`src/rtl/uart_rx_pkg.sv`:
```
package uart_rx_pkg;

    typedef struct packed {
        logic [7:0] data;
        logic       perr;
        logic       ferr;
        logic       brk;
    } rx_entry_t;

    typedef enum logic [2:0] {
        ST_IDLE,
        ST_START,
        ST_DATA,
        ST_PAR,
        ST_STOP,
        ST_BRKWAIT
    } rx_state_e;

    localparam int unsigned TICKS_PER_BIT = 16;
    localparam int unsigned MID_TICK      = 7;

endpackage

```
`src/rtl/rx_sync.sv`:
```
module rx_sync #(
    parameter int unsigned STAGES = 2
) (
    input  logic clk,
    input  logic rst_n,
    input  logic d_i,
    output logic q_o
);
    logic [STAGES-1:0] sh_q;
    logic [STAGES-1:0] sh_d;

    always_comb begin
        sh_d = {sh_q[STAGES-2:0], d_i};
    end

    always_ff @(posedge clk or negedge rst_n) begin
        if (!rst_n) sh_q <= '1;
        else        sh_q <= sh_d;
    end

    assign q_o = sh_q[STAGES-1];
endmodule

```
`src/rtl/rx_framer.sv`:
```
module rx_framer
    import uart_rx_pkg::*;
(
    input  logic       clk,
    input  logic       rst_n,
    input  logic       rxd_i,
    input  logic       tick_i,
    input  logic [1:0] cfg_len_i,
    input  logic       cfg_par_en_i,
    input  logic       cfg_par_odd_i,
    output logic       push_o,
    output rx_entry_t  entry_o
);
    typedef struct packed {
        rx_state_e state;
        logic [3:0] tcnt;
        logic [2:0] bidx;
        logic [7:0] shreg;
        logic       pbit;
        logic       push;
        rx_entry_t  entry;
    } framer_t;

    framer_t r_q, r_d;
    logic [2:0] last_idx;
    logic       is_brk;

    assign last_idx = 3'(cfg_len_i) + 3'd4;

    always_comb begin
        r_d      = r_q;
        r_d.push = 1'b0;
        is_brk   = 1'b0;
        case (r_q.state)
            ST_IDLE: begin
                if (tick_i && !rxd_i) begin
                    r_d.state = ST_START;
                    r_d.tcnt  = '0;
                end
            end
            ST_START: begin
                if (tick_i) begin
                    if (r_q.tcnt == 4'(MID_TICK)) begin
                        if (!rxd_i) begin
                            r_d.state = ST_DATA;
                            r_d.tcnt  = '0;
                            r_d.bidx  = '0;
                            r_d.shreg = '0;
                            r_d.pbit  = 1'b0;
                        end else begin
                            r_d.state = ST_IDLE;
                        end
                    end else begin
                        r_d.tcnt = r_q.tcnt + 4'd1;
                    end
                end
            end
            ST_DATA: begin
                if (tick_i) begin
                    if (r_q.tcnt == 4'(TICKS_PER_BIT - 1)) begin
                        r_d.shreg[r_q.bidx] = rxd_i;
                        r_d.tcnt = '0;
                        if (r_q.bidx == last_idx)
                            r_d.state = cfg_par_en_i ? ST_PAR : ST_STOP;
                        else
                            r_d.bidx = r_q.bidx + 3'd1;
                    end else begin
                        r_d.tcnt = r_q.tcnt + 4'd1;
                    end
                end
            end
            ST_PAR: begin
                if (tick_i) begin
                    if (r_q.tcnt == 4'(TICKS_PER_BIT - 1)) begin
                        r_d.pbit  = rxd_i;
                        r_d.tcnt  = '0;
                        r_d.state = ST_STOP;
                    end else begin
                        r_d.tcnt = r_q.tcnt + 4'd1;
                    end
                end
            end
            ST_STOP: begin
                if (tick_i) begin
                    if (r_q.tcnt == 4'(TICKS_PER_BIT - 1)) begin
                        is_brk           = (r_q.shreg == 8'h00) && !r_q.pbit && !rxd_i;
                        r_d.push         = 1'b1;
                        r_d.entry.data   = r_q.shreg;
                        r_d.entry.ferr   = !rxd_i;
                        r_d.entry.brk    = is_brk;
                        r_d.entry.perr   = !is_brk && cfg_par_en_i &&
                                           ((^r_q.shreg ^ r_q.pbit) != cfg_par_odd_i);
                        r_d.tcnt         = '0;
                        r_d.state        = is_brk ? ST_BRKWAIT : ST_IDLE;
                    end else begin
                        r_d.tcnt = r_q.tcnt + 4'd1;
                    end
                end
            end
            ST_BRKWAIT: begin
                if (rxd_i) r_d.state = ST_IDLE;
            end
            default: r_d.state = ST_IDLE;
        endcase
    end

    always_ff @(posedge clk or negedge rst_n) begin
        if (!rst_n) begin
            r_q.state <= ST_IDLE;
            r_q.tcnt  <= '0;
            r_q.bidx  <= '0;
            r_q.shreg <= '0;
            r_q.pbit  <= 1'b0;
            r_q.push  <= 1'b0;
            r_q.entry <= '0;
        end else begin
            r_q <= r_d;
        end
    end

    assign push_o  = r_q.push;
    assign entry_o = r_q.entry;
endmodule

```
`src/rtl/rx_fifo.sv`:
```
module rx_fifo
    import uart_rx_pkg::*;
#(
    parameter int unsigned DEPTH = 16,
    localparam int unsigned AW = $clog2(DEPTH),
    localparam int unsigned CW = $clog2(DEPTH + 1)
) (
    input  logic          clk,
    input  logic          rst_n,
    input  logic          push_i,
    input  rx_entry_t     entry_i,
    input  logic          pop_i,
    input  logic          ovr_clr_i,
    output rx_entry_t     head_o,
    output logic [CW-1:0] level_o,
    output logic          overrun_o
);
    typedef struct packed {
        logic [AW-1:0] wptr;
        logic [AW-1:0] rptr;
        logic [CW-1:0] count;
        logic          ovr;
    } ctl_t;

    ctl_t c_q, c_d;
    rx_entry_t mem_q [DEPTH];
    logic full, empty, do_wr, do_rd;

    assign full  = (c_q.count == CW'(DEPTH));
    assign empty = (c_q.count == '0);
    assign do_wr = push_i && !full;
    assign do_rd = pop_i && !empty;

    always_comb begin
        c_d = c_q;
        if (do_wr)
            c_d.wptr = (c_q.wptr == AW'(DEPTH - 1)) ? '0 : c_q.wptr + AW'(1);
        if (do_rd)
            c_d.rptr = (c_q.rptr == AW'(DEPTH - 1)) ? '0 : c_q.rptr + AW'(1);
        case ({do_wr, do_rd})
            2'b10:   c_d.count = c_q.count + CW'(1);
            2'b01:   c_d.count = c_q.count - CW'(1);
            default: c_d.count = c_q.count;
        endcase
        if (ovr_clr_i) c_d.ovr = 1'b0;
        if (push_i && full) c_d.ovr = 1'b1;
    end

    always_ff @(posedge clk or negedge rst_n) begin
        if (!rst_n) c_q <= '0;
        else        c_q <= c_d;
    end

    always_ff @(posedge clk) begin
        if (do_wr) mem_q[c_q.wptr] <= entry_i;
    end

    assign head_o    = empty ? '0 : mem_q[c_q.rptr];
    assign level_o   = c_q.count;
    assign overrun_o = c_q.ovr;
endmodule

```
`src/rtl/uart_rx_fifo_top.sv`:
```
module uart_rx_fifo_top
    import uart_rx_pkg::*;
#(
    parameter int unsigned DEPTH = 16,
    localparam int unsigned CW = $clog2(DEPTH + 1)
) (
    input  logic          clk,
    input  logic          rst_n,
    input  logic          rxd_i,
    input  logic          tick16_i,
    input  logic [1:0]    cfg_len_i,
    input  logic          cfg_par_en_i,
    input  logic          cfg_par_odd_i,
    input  logic [CW-1:0] cfg_trig_i,
    input  logic          rd_en_i,
    input  logic          ovr_clr_i,
    output logic [7:0]    rd_data_o,
    output logic          rd_perr_o,
    output logic          rd_ferr_o,
    output logic          rd_brk_o,
    output logic          data_ready_o,
    output logic          overrun_o,
    output logic          rxrdy_o,
    output logic [CW-1:0] level_o
);
    logic          rxd_s;
    logic          fr_push;
    rx_entry_t     fr_entry;
    rx_entry_t     head;
    logic [CW-1:0] lvl;
    logic [CW-1:0] trig_eff;

    rx_sync #(.STAGES(2)) u_sync (
        .clk   (clk),
        .rst_n (rst_n),
        .d_i   (rxd_i),
        .q_o   (rxd_s)
    );

    rx_framer u_framer (
        .clk           (clk),
        .rst_n         (rst_n),
        .rxd_i         (rxd_s),
        .tick_i        (tick16_i),
        .cfg_len_i     (cfg_len_i),
        .cfg_par_en_i  (cfg_par_en_i),
        .cfg_par_odd_i (cfg_par_odd_i),
        .push_o        (fr_push),
        .entry_o       (fr_entry)
    );

    rx_fifo #(.DEPTH(DEPTH)) u_fifo (
        .clk       (clk),
        .rst_n     (rst_n),
        .push_i    (fr_push),
        .entry_i   (fr_entry),
        .pop_i     (rd_en_i),
        .ovr_clr_i (ovr_clr_i),
        .head_o    (head),
        .level_o   (lvl),
        .overrun_o (overrun_o)
    );

    assign trig_eff     = (cfg_trig_i == '0) ? CW'(1) : cfg_trig_i;
    assign rd_data_o    = head.data;
    assign rd_perr_o    = head.perr;
    assign rd_ferr_o    = head.ferr;
    assign rd_brk_o     = head.brk;
    assign level_o      = lvl;
    assign data_ready_o = (lvl != '0);
    assign rxrdy_o      = (lvl >= trig_eff);
endmodule

```
`config.mk`:
```
export PLATFORM = sky130hd
export DESIGN_NAME = uart_rx_fifo_top
export DESIGN_NICKNAME = d
export VERILOG_FILES = /design/src/rtl/uart_rx_pkg.sv /design/src/rtl/rx_sync.sv /design/src/rtl/rx_framer.sv /design/src/rtl/rx_fifo.sv /design/src/rtl/uart_rx_fifo_top.sv
export SDC_FILE = /design/constraint.sdc
export NUM_CORES = 1
export LEC_CHECK = 0
export BUFFER_PORTS_ARGS = -buffer_cell sky130_fd_sc_hd__buf_2
export CAP_MARGIN = 20
export CORE_MARGIN = 2
export CORE_UTILIZATION = 45
export CTS_BUF_LIST = sky130_fd_sc_hd__clkbuf_4 sky130_fd_sc_hd__clkbuf_8 sky130_fd_sc_hd__clkbuf_16
export DETAILED_ROUTE_END_ITERATION = 16
export PLACE_DENSITY = 0.63
export RECOVER_POWER = 50
export SYNTH_ARGS = -nofsm -noshare
export SYNTH_HDL_FRONTEND = slang
export SYNTH_SLANG_ARGS = --single-unit
```
`constraint.sdc`:
```
create_clock -name clk -period 2.45 [get_ports clk]
set_input_delay 0.6125 -clock clk [delete_from_list [all_inputs] [get_ports clk]]
set_output_delay 0.6125 -clock clk [all_outputs]
set_load 0.1 [all_outputs]
```
* After elaboration in Yosys (flattened, before gate mapping) *
Memory sizes are Yosys's and may differ from the RTL's.
Index checks and enable logic that the tools add are counted.
Widths: inputs -> output; s select.

word-level totals
  flip-flop bits (word level) = 47
  bits in latches = 0
  RAM bits = 176
  bits in read-only memories = 0
  input port bits = 15
  output and inout port bits = 19
  word-level logic and storage cells = 127
  memories = 1

memories
  name          words  width  rd ports  clocked after memory_dff  write ports  RTL line       RTL
  u_fifo.mem_q  16     11     1         0                         1            rx_fifo.sv:26  rx_entry_t mem_q [DEPTH];

cells by class
  add/sub/neg operators = 7
  $mul = 0
  div/mod/pow operators = 0
  $lt $le $gt $ge = 3
  equality and inequality tests = 28
  shift-type cells = 0
  multiplexer cells = 41
  bitwise gates (word level) = 1
  reductions and logical operators = 31

operators with widths
  operator             count
  $mux 12              4
  $mux 3               9
  $mux 11              2
  $pmux 11 s2          1
  $mux 7               3
  $pmux 4 s5           1
  $mux 19              1
  $mux 18              1
  $pmux 3 s6           1
  $mux 16              1
  $mux 4               4
  $ne 2x2->1 const B   7
  $reduce_and 7->1     2
  $add 4x1->4 const B  3
  $eq 4x4->1 const B   3
  $ne 2x1->1 const B   6
  $reduce_and 6->1     2
  $reduce_and 11->1    1
  $logic_not 5->1      2
  $pmux 5 s2           1
  $reduce_bool 5->1    2
  $logic_and 1x1->1    9
  $bwmux 8             1
  $logic_not 8->1      1
  28 further kinds     43

* Longest topological paths before layout *
  word-level depth = 9
  depth in mapped cells = 15
  mapped depth without buffers = 12

* Hierarchy *
Synthesis repeated with hierarchy kept, for this count alone.

unflattened totals
  cells, all modules = 621
  area total of the unflattened synthesis = 9,874.5 um^2

modules (own cells, without submodules)
  module            times used  cells an instance  area each (um^2)  seq. area each (um^2)
  rx_fifo           1           380                7,658.6           5,635.4
  rx_framer         1           219                2,025.7           775.7
  uart_rx_fifo_top  1           20                 137.6             0.0
  rx_sync           1           2                  52.6              52.6

* Worst setup path before layout *
OpenSTA, ideal clock, no wires.

  kind = register -> output
  start = reg u_fifo.c_q (netlist bit u_fifo.level_o[2])
  end = out rd_brk_o
  arrival = 2.949 ns
  data required time = 1.837 ns
  setup slack = -1.112 ns
  cell stages (with the launch flop) = 7
  path buffers = 2
  cells stage by stage = dfrtp_1 buf_2 nor4_4 nand2b_2 or2b_1 buf_2 o22ai_1

between the ends
  longest elaborated chain between the ends = 2

ends and longest elaborated chain
  element                 RTL line                RTL
  start, declared         rx_fifo.sv:25           ctl_t c_q, c_d;
  start signal, assigned  rx_fifo.sv:50           if (!rst_n) c_q <= '0;
  start signal, assigned  rx_fifo.sv:51           else c_q <= c_d;
  $logic_not 5->1         rx_fifo.sv:30           assign empty = (c_q.count == '0);
  $mux 11                 rx_fifo.sv:58           assign head_o = empty ? '0 : mem_q[c_q.rptr];
  end, declared           uart_rx_fifo_top.sv:20  output logic rd_brk_o,

No other way between the ends.

* Worst setup path in the final report *
  start = reg u_fifo.c_q[6] (netlist name)
  end = out rd_ferr_o

between the ends
  longest elaborated chain between the ends = 2

ends and longest elaborated chain
  element        RTL line                RTL
  $mem_v2 16x11  --
  $mux 11        rx_fifo.sv:58
  end, declared  uart_rx_fifo_top.sv:19  output logic rd_ferr_o,

No other way between the ends.

==> run_results.csv <==
group,metric,value,unit
cts,clk_latency,0.51,ns
detailed_routing,drt.antenna.violating_nets,0,
placed_design,io_buffers,33,
cts,cts_max_path_buffers,3,
sta,max_slew_margin,20.40,%
critical_path,start_kind,"register",
cells_and_area,diodes,0,
grt,grt-ovfl-total,0,
min_path,hp-class,"in -> reg",
floorplan,die_h,150.1,um
critical_path,worstPathRequired,1.84,ns
logic_synthesis,yosysSeqAreaShare,67.29,%
job,drv_cap,0,
placed_design,place_congestion,0.8530,
detailed_routing,num_vias,5306,
sta,setup_ws,-0.4797,ns
logic_synthesis,synthCells,597,
critical_path,cp_max_fo,8,
logic_synthesis,synth_edf_count,176,
grt,grt_pass1_wl,30570,um
grt,top_usage_layer,"met2",
logic_synthesis,syn_area_per_cell,16.09,sq um
sta,fin_crit_sh,119.6,%
sta,drv_slew,0,
grt,grt_antenna_before_repair,0,
critical_path,end_kind,"primary output",
grt,grt_usage,17.64,%
cts,clock-sinks,223,
power_and_ir_drop,powerDensity,1186,mW/mm^2
logic_synthesis,yosysWarnings,0,
power_and_ir_drop,power.sequential.fraction,31.4,%
logic_synthesis,async_reset_ff_share,21.08,%
sta,clock.fmax,0.3413,GHz
cts,cts-root-buf,"clkbuf_16",
logic_synthesis,synthTopCellsByCount,"edfxtp_1 (176), dfrtp_1 (45), mux4_2 (44), o21ai_0 (42), nand2_1 (29)",
logic_synthesis,synth.top_cell.area_share,55.02,%
detailed_routing,dr.first_iter.drc_count,460,
outcome,violations,"negative setup slack",
grt,use_met1,23.27,%
floorplan,ioPinCount,34,
logic_synthesis,ys_top_cells_by_area,"edfxtp_1 (55%), dfrtp_1 (12%), mux4_2 (10%), ha_1 (2.5%), mux2i_1 (2.3%)",
cells_and_area,drive_gt1_share,33.72,%
placed_design,dp_slack,-0.2209,ns
cells_and_area,synthToLayoutAreaGrowth,23.95,%
grt,grt_max_degree,48,
cts,cts_tree,"built",
cts,h-tree-depth,1,
grt,grt_pass1_vias,5513,
floorplan,die_w,150.1,um
detailed_routing,avgRoutedWirePerCell,19.77,um
floorplan,start_util,45.84,%
critical_path,rrSetupSlack,-0.05,ns
sta,worst_pin_slew,1.194,ns
cells_and_area,layoutNonFillerInstCount,966,
logic_synthesis,synthFlopType,"edfxtp_1",
cts,hold_buffers,0,
critical_path,critPathArrivalTime,2.32,ns
detailed_routing,drc_errors,0,
grt,grtUsageMet2,31.21,%
floorplan,fp.coreArea,0.02096,sq mm
power_and_ir_drop,clkPwrFrac,25.3,%
detailed_routing,wl,19100,um
floorplan,dieArea,0.02253,sq mm
grt,met3_usage,2.697,%
placed_design,dp.cells,913,
cells_and_area,nNetsFinal,707,
sta,hold-worst-slack,0.2029,ns
power_and_ir_drop,vdd_ir_drop_max,0.0005850,V
floorplan,core.rowCount,53,
power_and_ir_drop,internal-power,9.014,mW
detailed_routing,first_pass_iters,4,
sta,finalCriticalPeriod,2.930,ns
sta,finalHoldViolations,0,
sta,rsz0062_at_grt,"true",
power_and_ir_drop,p_leak,4.172,nW
critical_path,path_class,"reg -> out",
logic_synthesis,syn_area,0.009605,sq mm
logic_synthesis,synth_cell_type_count,56,
logic_synthesis,yosysMostFrequentCell,"edfxtp_1",
cts,cts.clk_slew.worst_paths,0.06,ns
logic_synthesis,synth_fp_nets,631,
sta,finalClockSkew,0.01449,ns
sta,setup_viol,14,
detailed_routing,post_drt_via_cell_ratio,5.493,
power_and_ir_drop,switchingPower,5.101,mW
outcome,outcome,"complete, but fails checks",
cts,cts_buffers,24,
power_and_ir_drop,pwr-share-comb,43.3,%
power_and_ir_drop,switching_share,36.14,%
placed_design,hpwl,12010,um
logic_synthesis,synth_seq_cells,223,
logic_synthesis,yosys.area.top_type,"edfxtp_1",
-- routing by layer --
| metal | up-vias | share of wire (%) |
|---|---|---|
| met5 | - | 0 |
| met4 | 0 | 1.8 |
| met3 | 30 | 4.1 |
| met2 | 124 | 52 |
| met1 | 2688 | 42 |
| li1 | 2464 | - |
-- state kept, by name, indices dropped and copies added (netlist names) --
name / count
u_framer.entry_o: 11
u_fifo.c_q: 8
u_framer.r_q: 19
u_fifo.mem_q: 176
u_fifo.overrun_o: 1
u_fifo.level_o: 5
u_sync.sh_q: 2
u_framer.push_o: 1
-- critical path: stages (launching register included) --
cell and delay [ns]:
dfrtp_2 0.37, buf_12 0.14, buf_12 0.15, mux4_2 0.52, mux2i_2 0.21, buf_4 0.16, o22ai_4 0.07, buf_12 0.17
-- cells in the final DEF, fill, tap and decap left out, types with 4 or more instances in the layout --
cell type	netlist	final
o22ai_4	0	11
clkinv_2	0	6
clkinv_1	0	5
mux4_2	44	44
ha_1	19	15
buf_4	7	38
buf_12	0	20
buf_6	4	4
mux2i_2	0	8
inv_1	23	19
xor2_1	5	4
nand4_1	6	6
a21o_1	6	6
a22oi_1	4	4
xnor2_1	11	11
nand2b_1	9	8
dfrtp_1	45	43
nor2_1	21	21
clkbuf_16	0	25
nor3_1	8	8
nand2_1	29	29
nor2b_1	8	8
o21ai_0	42	40
mux2i_4	0	12
edfxtp_1	176	176
nand3_1	9	9
a22o_1	4	4
buf_2	16	20
a21oi_1	10	6
clkbuf_4	0	4
-- cell families after synthesis --
group	Yosys count	synth area share, %
and+or+nand+nor	112	6.227
DFF	223	67.29
buffers and inverters	60	3.139
adders and majority gates	19	2.475
AOI/OAI and AO/OA	97	6.252
xor gates and xnor gates	16	1.459
muxes	70	13.16
-- final cells by class --
type / instances / area (sq um)
fill: 1664 / 9049
clock buffer: 28 / 630.6
inverter: 23 / 96.34
sequential: 223 / 6466
tap: 275 / 344.1
clock inverter: 16 / 163.9
timing repair buffer: 87 / 943.4
multi-input combinational: 314 / 3262
-- path summary, 6_finish.rpt --
path	from	to	cells after the start
worst min register to register	u_sync.sh_q[0]$_DFF_PN1_	u_sync.sh_q[1]$_DFF_PN1_	0
worst min-delay path	rxd_i	u_sync.sh_q[0]$_DFF_PN1_	1
worst max-delay path	u_fifo.c_q[6]$_DFFE_PN0P_	rd_ferr_o	7
min in group asynchronous	rst_n	u_framer.r_q[25]$_DFFE_PN0P_	2
max in group asynchronous	rst_n	u_fifo.level_o[0]$_DFFE_PN0P_	2
worst max register to register	u_fifo.level_o[0]$_DFFE_PN0P_	u_fifo.level_o[4]$_DFFE_PN0P_	13
-- power by group through the flow --
stage,Sequential [mW],Clock [mW],Combinational (mW)
4_1_cts,4.43,3.67,5.97
2_1_floorplan,4.39,0,4.04
3_5_place_dp,4.53,0,5.42
5_1_grt,4.47,3.80,6.46
6_report,4.44,3.57,6.11
3_3_place_gp,4.52,0,5.36
-- metrics by stage --
step / cell area [sq um] / power (mW) / setup TNS, ns / utilization (%)
after global routing: 11910 / 14.73 / -6.495 / 56.82
after detailed placement: 10680 / 9.947 / -0.3944 / 50.97
after CTS: 11740 / 14.07 / -5.662 / 56.01
after floorplan: 9837 / 8.423 / -1.481 / -
final: 11910 / 14.12 / -5.180 / 56.82
after global placement: 10680 / 9.874 / -0.3173 / 50.97
-- what timing repair did --
| action | 4_1_cts | 5_1_grt |
|---|---|---|
| pin swaps | 12 | 14 |
| gates resized for setup | 29 | 27 |
| cloned | 3 | 1 |
| endpoints found under the setup margin | 14 | 16 |
| buffers inserted | 3 | 4 |
Note: power is estimated with default switching activity, not from simulation.
